==> src/rtl/sm3_round_core.sv <==
module sm3_round_core (
  input  logic         clk,
  input  logic         rst_n,
  input  logic         start,
  input  logic [255:0] chain_in,
  input  logic [31:0]  w_word,
  input  logic [31:0]  wp_word,
  output logic [5:0]   round_idx,
  output logic [255:0] result,
  output logic         done
);
  localparam logic [31:0] K_LO_BASE = 32'h79cc4519;
  localparam logic [31:0] K_HI_BASE = 32'h7a879d8a;
  localparam logic [31:0] K_HI_AT16 = {K_HI_BASE[15:0], K_HI_BASE[31:16]};
  localparam logic [5:0]  LAST_RND  = 6'd63;

  function automatic logic [31:0] rol(input logic [31:0] x, input int n);
    return (x << n) | (x >> (32 - n));
  endfunction

  logic         busy;
  logic [5:0]   rnd;
  logic [31:0]  kreg;
  logic [31:0]  a, b, c, d, e, f, g, h;
  logic [255:0] chain_q;

  logic         late;
  logic [31:0]  a12, ss1, ss2, ff, gg, tt1, tt2, p0;
  logic [255:0] nxt;

  assign late = rnd[5] | rnd[4];
  assign a12  = rol(a, 12);
  assign ss1  = rol(a12 + e + kreg, 7);
  assign ss2  = ss1 ^ a12;
  assign ff   = late ? ((a & b) | (a & c) | (b & c)) : (a ^ b ^ c);
  assign gg   = late ? ((e & f) | (~e & g)) : (e ^ f ^ g);
  assign tt1  = ff + d + ss2 + wp_word;
  assign tt2  = gg + h + ss1 + w_word;
  assign p0   = tt2 ^ rol(tt2, 9) ^ rol(tt2, 17);
  assign nxt  = {tt1, a, rol(b, 9), c, p0, e, rol(f, 19), g};

  assign round_idx = rnd;

  always_ff @(posedge clk or negedge rst_n) begin
    if (!rst_n) begin
      busy    <= 1'b0;
      rnd     <= '0;
      kreg    <= '0;
      chain_q <= '0;
      {a, b, c, d, e, f, g, h} <= '0;
      result  <= '0;
      done    <= 1'b0;
    end else begin
      done <= 1'b0;
      if (!busy) begin
        if (start) begin
          busy    <= 1'b1;
          rnd     <= '0;
          kreg    <= K_LO_BASE;
          chain_q <= chain_in;
          {a, b, c, d, e, f, g, h} <= chain_in;
        end
      end else begin
        {a, b, c, d, e, f, g, h} <= nxt;
        kreg <= (rnd == 6'd15) ? K_HI_AT16 : rol(kreg, 1);
        if (rnd == LAST_RND) begin
          busy   <= 1'b0;
          rnd    <= '0;
          result <= nxt ^ chain_q;
          done   <= 1'b1;
        end else begin
          rnd <= rnd + 6'd1;
        end
      end
    end
  end
endmodule


==> config.mk <==
export PLATFORM = sky130hd
export DESIGN_NAME = sm3_round_core
export DESIGN_NICKNAME = d
export VERILOG_FILES = /design/src/rtl/sm3_round_core.sv
export SDC_FILE = /design/constraint.sdc
export NUM_CORES = 2
export LEC_CHECK = 0
export ABC_AREA = 0
export BUFFER_PORTS_ARGS = -buffer_cell sky130_fd_sc_hd__buf_2
export CAP_MARGIN = 20
export CELL_PAD_IN_SITES_DETAIL_PLACEMENT = 0
export CELL_PAD_IN_SITES_GLOBAL_PLACEMENT = 2
export CORE_ASPECT_RATIO = 0.75
export CORE_MARGIN = 2
export CORE_UTILIZATION = 41
export DETAILED_ROUTE_END_ITERATION = 7
export PLACE_DENSITY_LB_ADDON = 0.1
export RECOVER_POWER = 25
export SYNTH_ARGS = -nofsm -noshare
export SYNTH_HDL_FRONTEND = slang
export SYNTH_SLANG_ARGS = --single-unit
==> constraint.sdc <==
create_clock -name clk -period 21.5 [get_ports clk]
set_clock_uncertainty 0.1 [all_clocks]
set_input_delay 2.15 -clock clk [delete_from_list [all_inputs] [get_ports clk]]
set_output_delay 2.15 -clock clk [all_outputs]
set_load 0.02 [all_outputs]
Word level (Yosys, flattened, before mapping):

Index checks and enable logic that the tools add are counted.

* add/subtract/negate cells: 9
* equality and inequality tests: 2
* mux-type cells: 29
* bitwise operators: 26
* reductions and logical operators: 3

Operators with widths (number)
* 32-bit 2-to-1 mux: 21
* 32-bit adder: 8
* 256-bit XOR: 1
* 32-bit XOR: 7
* 32-bit AND: 5
* 32-bit OR: 3
* 32-bit by 9-bit OR with 32-bit output: 2
* 32-bit inverter: 1
* 32-bit by 1-bit OR with 32-bit output: 1
* 32-bit by 12-bit OR with 32-bit output: 1
* 32-bit by 17-bit OR with 32-bit output: 1
* 32-bit by 19-bit OR with 32-bit output: 1
* 32-bit by 7-bit OR with 32-bit output: 1
* 6-bit 2-to-1 mux: 3
* 6-bit by 1-bit adder with 6-bit output (second input constant): 1
* 6-bit by 4-bit == test with 1-bit output (second input constant): 1
* 6-bit == test (second input constant): 1
* 1-bit 2-to-1 mux: 5
* 2-bit AND reduction: 2
* 2-bit nonzero test: 1
* 1-bit inverter: 1
* 1-bit OR: 1

* bits in registers: 808
* input port bits: 323
* output and inout bits: 263
* word-level logic and storage cells: 83

Longest topological paths before layout:

* word-level depth: 11
* mapped depth: 30
* depth with buffers taken out: 30

Worst setup path before layout:

OpenSTA, ideal clock, no wires.

* path type: flip-flop to flip-flop
* start point: register a[21]
* end point: register result[103]
* setup time: 83 ps
* arrival time: 7267 ps
* data required time: 21317 ps
* setup slack: 14050 ps
* cell stages (with the launch flop): 30
* path buffers: 0
* clock period less this slack: 7450 ps
* cell sequence: dfrtp_1 inv_1 fa_1 inv_1 ha_1 fa_1 a21o_1 a21oi_1 o21ai_0 a31oi_1 a21oi_1 a2111o_1 a21bo_2 a21oi_1 o21bai_1 xnor2_1 fa_1 inv_1 fa_1 ha_1 a211o_1 a21o_1 o21ai_2 a21oi_1 or3_4 and3b_1 nor4_4 xor3_1 xor2_1 o21ai_0

* word-level cells in the longest chain between the ends: 10
* elaborated cells on any way between the ends: 11
* classes of those cells: add/sub (4); bitwise (7)

Ends and longest elaborated chain
* start: declaration: line 24 `logic [31:0] a, b, c, d, e, f, g, h;`
* start signal: assignment: line 61 `{a, b, c, d, e, f, g, h} <= chain_in;`
* start signal: assignment: line 64 `{a, b, c, d, e, f, g, h} <= nxt;`
* 32-bit by 12-bit OR with 32-bit output (*): line 18 `return (x << n) | (x >> (32 - n));`
* 32-bit adder (*) (2 in a row): line 33 `assign ss1 = rol(a12 + e + kreg, 7);`
* 32-bit by 7-bit OR with 32-bit output (*): line 18
* 32-bit adder (*) (2 in a row): line 38 `assign tt2 = gg + h + ss1 + w_word;`
* 32-bit by 9-bit OR with 32-bit output: line 18
* 32-bit XOR: line 39 `assign p0 = tt2 ^ rol(tt2, 9) ^ rol(tt2, 17);`
* 32-bit XOR (*): line 39
* 256-bit XOR (*): line 69 `result <= nxt ^ chain_q;`
* end signal: assignment: line 69
* end: declaration: line 9 `output logic [255:0] result,`

Every way passes the cells marked *; elsewhere a longest branch is shown, timed or not.
A chain may end at the register's enable or synchronous reset.

==> impl_metrics.env <==
export IMPL_status="finished with violations"
export IMPL_violations="capacitance limit, slew limit"
export IMPL_drc_errors=0
export IMPL_drt_iter0_markers=3147
export IMPL_io_buffer_count=585
export IMPL_grtUsageMet2_pct=42.5
export IMPL_multi_input_area_mm2=0.0237
export IMPL_busiest_layer="met1"
export IMPL_tns_ns=0
export IMPL_max_freq_mhz=76.8
export IMPL_design_area_mm2=0.0530
export IMPL_tightest_slew_ns=9.67
export IMPL_die_area_mm2=0.114
export IMPL_yosysSeqAreaShare_pct=44.2
export IMPL_ant_nets=0
export IMPL_hold_path_class="flop to flop"
export IMPL_rsz0062_at_grt="no"
export IMPL_cp_max_fo=136
export IMPL_use_met1_pct=51.0
export IMPL_num_rows=106
export IMPL_path_class="input pin to asynchronous set/reset pin"
export IMPL_dp_hpwl_mm=141
export IMPL_syn_nets=4957
export IMPL_clk_path_buf_depth=3
export IMPL_critPathSlowestCell="clkbuf_1"
export IMPL_path_delay_family="buffers and inverters"
export IMPL_regArea_mm2=0.0202
export IMPL_viasPerCell=5.45
export IMPL_path_clk_slew_ns=0.06
export IMPL_synth_seq_cells=808
export IMPL_clock_latency_ns=0.69
export IMPL_coreArea_mm2=0.111
export IMPL_crit_path_start_kind="input pin"
export IMPL_postCtsHoldBufs=0
export IMPL_syn_area_mm2=0.0458
export IMPL_ys_warn_count=0
export IMPL_critPathBufInv=4
export IMPL_fin_crit_ns=13.02
export IMPL_wl_mm=180
export IMPL_async_flop_share_pct=100
export IMPL_postCtsSetupRepairBufs=0
export IMPL_finalSetupViolCount=0
export IMPL_dr_pass1_iters=6
export IMPL_gp_congestion=0.930
export IMPL_dp_cells=6208
export IMPL_antenna_found_initial=28
export IMPL_dpl_cell_area_mm2=0.0501
export IMPL_cts_root_buf="clkbuf_16"
export IMPL_final_max_slew_viol_count=1183
export IMPL_fin_cells=6378
export IMPL_die_x_um=390
export IMPL_ctsResizeCount=0
export IMPL_synth_edff_count=0
export IMPL_ios=586
export IMPL_utilization_pct=47.7
export IMPL_critPathCaptureType="asynchronous set/reset pin"
export IMPL_overflow=0
export IMPL_synth_distinct_cells=74
export IMPL_grt_pass1_wl_mm=253
export IMPL_area_delta_synth_final_pct=15.7
export IMPL_nets=5444
export IMPL_cts_tree="yes"
export IMPL_die_h_um=293
export IMPL_start_util_pct=41.2
export IMPL_htree_levels=3
export IMPL_drive_gt1_share_pct=21.8
export IMPL_period_share_pct=60.6
export IMPL_relSlewSlack_pct=-545
export IMPL_use_met3_pct=6.84
export IMPL_hold_viol_final=0
export IMPL_crit_chain="clkbuf_1 -> clkbuf_1 -> buf_4 -> buf_4"
export IMPL_cts_buffers=87
export IMPL_grt_use_total_pct=31.4
export IMPL_grt_pass1_vias=32900
export IMPL_required_ns=22.14
export IMPL_wl_per_cell_um=28.2
export IMPL_worstPathArrival_ns=13.66
export IMPL_vias=34800
export IMPL_avgSynthCellArea_um2=10.5
export IMPL_netlist_instances=4353
export IMPL_cap_violations=9
export IMPL_clkSinkCount=808
export IMPL_synth_flop_cell="dfrtp_1"
export IMPL_slowest_delay_ns=5.33
export IMPL_grt_max_degree=227
export IMPL_fillers=10500
==> flip-flops by register name (all words and copies together), names as in the netlist <==
register	cells
a	32
b	32
busy	1
c	32
chain_q	256
d	32
done	1
e	32
f	32
g	32
h	32
kreg	32
result	256
round_idx	6
==> cells in the mapped netlist, types with 7 or more instances <==
cell type / n / share of area (%)
nor2b_1: 51 / 0.70
and3_1: 7 / 0.096
a211oi_1: 54 / 0.89
clkbuf_1: 215 / 1.8
buf_1: 7 / 0.057
o21bai_1: 18 / 0.30
a21o_1: 36 / 0.59
nand4_1: 7 / 0.096
o211a_1: 8 / 0.17
a31oi_1: 28 / 0.38
a22o_1: 7 / 0.13
o21a_1: 17 / 0.28
mux2i_1: 254 / 5.6
clkbuf_2: 19 / 0.21
nor2_1: 101 / 0.83
xnor2_1: 344 / 6.6
xor2_1: 84 / 1.6
ha_1: 93 / 2.5
mux2_2: 273 / 6.7
inv_1: 240 / 2.0
nand3_1: 28 / 0.31
o211ai_1: 8 / 0.13
o21ai_0: 571 / 6.2
xnor3_1: 8 / 0.39
nand2_1: 581 / 4.8
nor3_1: 42 / 0.46
a21oi_1: 148 / 1.6
o22a_1: 7 / 0.13
nand2b_1: 9 / 0.12
fa_1: 188 / 8.2
dfrtp_1: 808 / 44
==> logic make-up after synthesis <==
group                    count (synthesis)  synth area share, %
AND/OR/NAND/NOR                        855                 7.87
AO/OA/AOI/OAI                          952                 11.9
flip-flops                             808                 44.2
adder cells (fa/ha/maj)                281                 10.8
buffers and inverters                  486                 4.05
multiplexers                           527                 12.3
XOR/XNOR                               444                 8.95
==> worst paths after layout <==
kind / startpoint / endpoint / slack [ns] / cells past startpoint
max: rst_n / result[20] / 8.48 / 4
min: result[166] / result[166] / 0.37 / 2
max reg2reg: busy / kreg[24] / 8.71 / 3
min reg2reg: result[166] / result[166] / 0.37 / 2
max in group clk: busy / kreg[24] / 8.71 / 3
min in group asynchronous: rst_n / result[242] / 3.40 / 1
==> cell type report <==
type / instances / area share, %
inverters: 241 / 1.71
clock buffers: 126 / 4.75
multi-input cells: 3059 / 44.7
repair buffers: 643 / 6.39
well taps: 1458 / 3.44
clock inverters: 36 / 0.775
flip-flops and latches: 808 / 38.2
diodes: 7 / 0.0331
==> metal layers <==
layer | part of all wire, % | wire length (um) | up-vias
met5 | 0.011 | 20 | -
met4 | 1.5 | 2620 | 2
met3 | 8.5 | 15300 | 148
met2 | 40 | 72400 | 1263
met1 | 50 | 89600 | 17600
li1 | - | - | 15700
==> cell usage in the layout, fill, tap and decap left out, drive strengths merged, types with 6 or more instances in the layout <==
cell,n
o22a,7
a31oi,28
clkinv,27
nor3,42
nand2,581
o21ai,578
dfrtp,808
nand4,7
clkbuf,136
xnor2,347
o211a,8
nor4,7
xor2,84
a22o,7
diode,7
o21a,17
fa,188
mux2,273
mux2i,254
o211ai,8
nand2b,9
nor2b,51
inv,244
buf,633
a21oi,150
or2,6
ha,93
nor2,101
o21bai,18
and3,7
nand3,28
a211oi,54
xnor3,8
a21o,36
==> stage by stage <==
step / setup slack (ns) / hold slack [ns]
final: 8.48 / 0.371
after global routing: 6.33 / 0.396
after CTS: 12.75 / 0.378
after detailed placement: 12.78 / 0.365
after global placement: 12.91 / 0.357
after floorplan: 14.05 / 0.381
==> tightest hold or removal path, cell delays in order, from the launching register on <==
cell and delay (ns):
dfrtp_1 0.33, nand2_1 0.04, o21ai_0 0.06
Power is left out: the tool's default activity adds up to more than one toggle a clock period on the data nets, which glitch-free logic cannot reach.
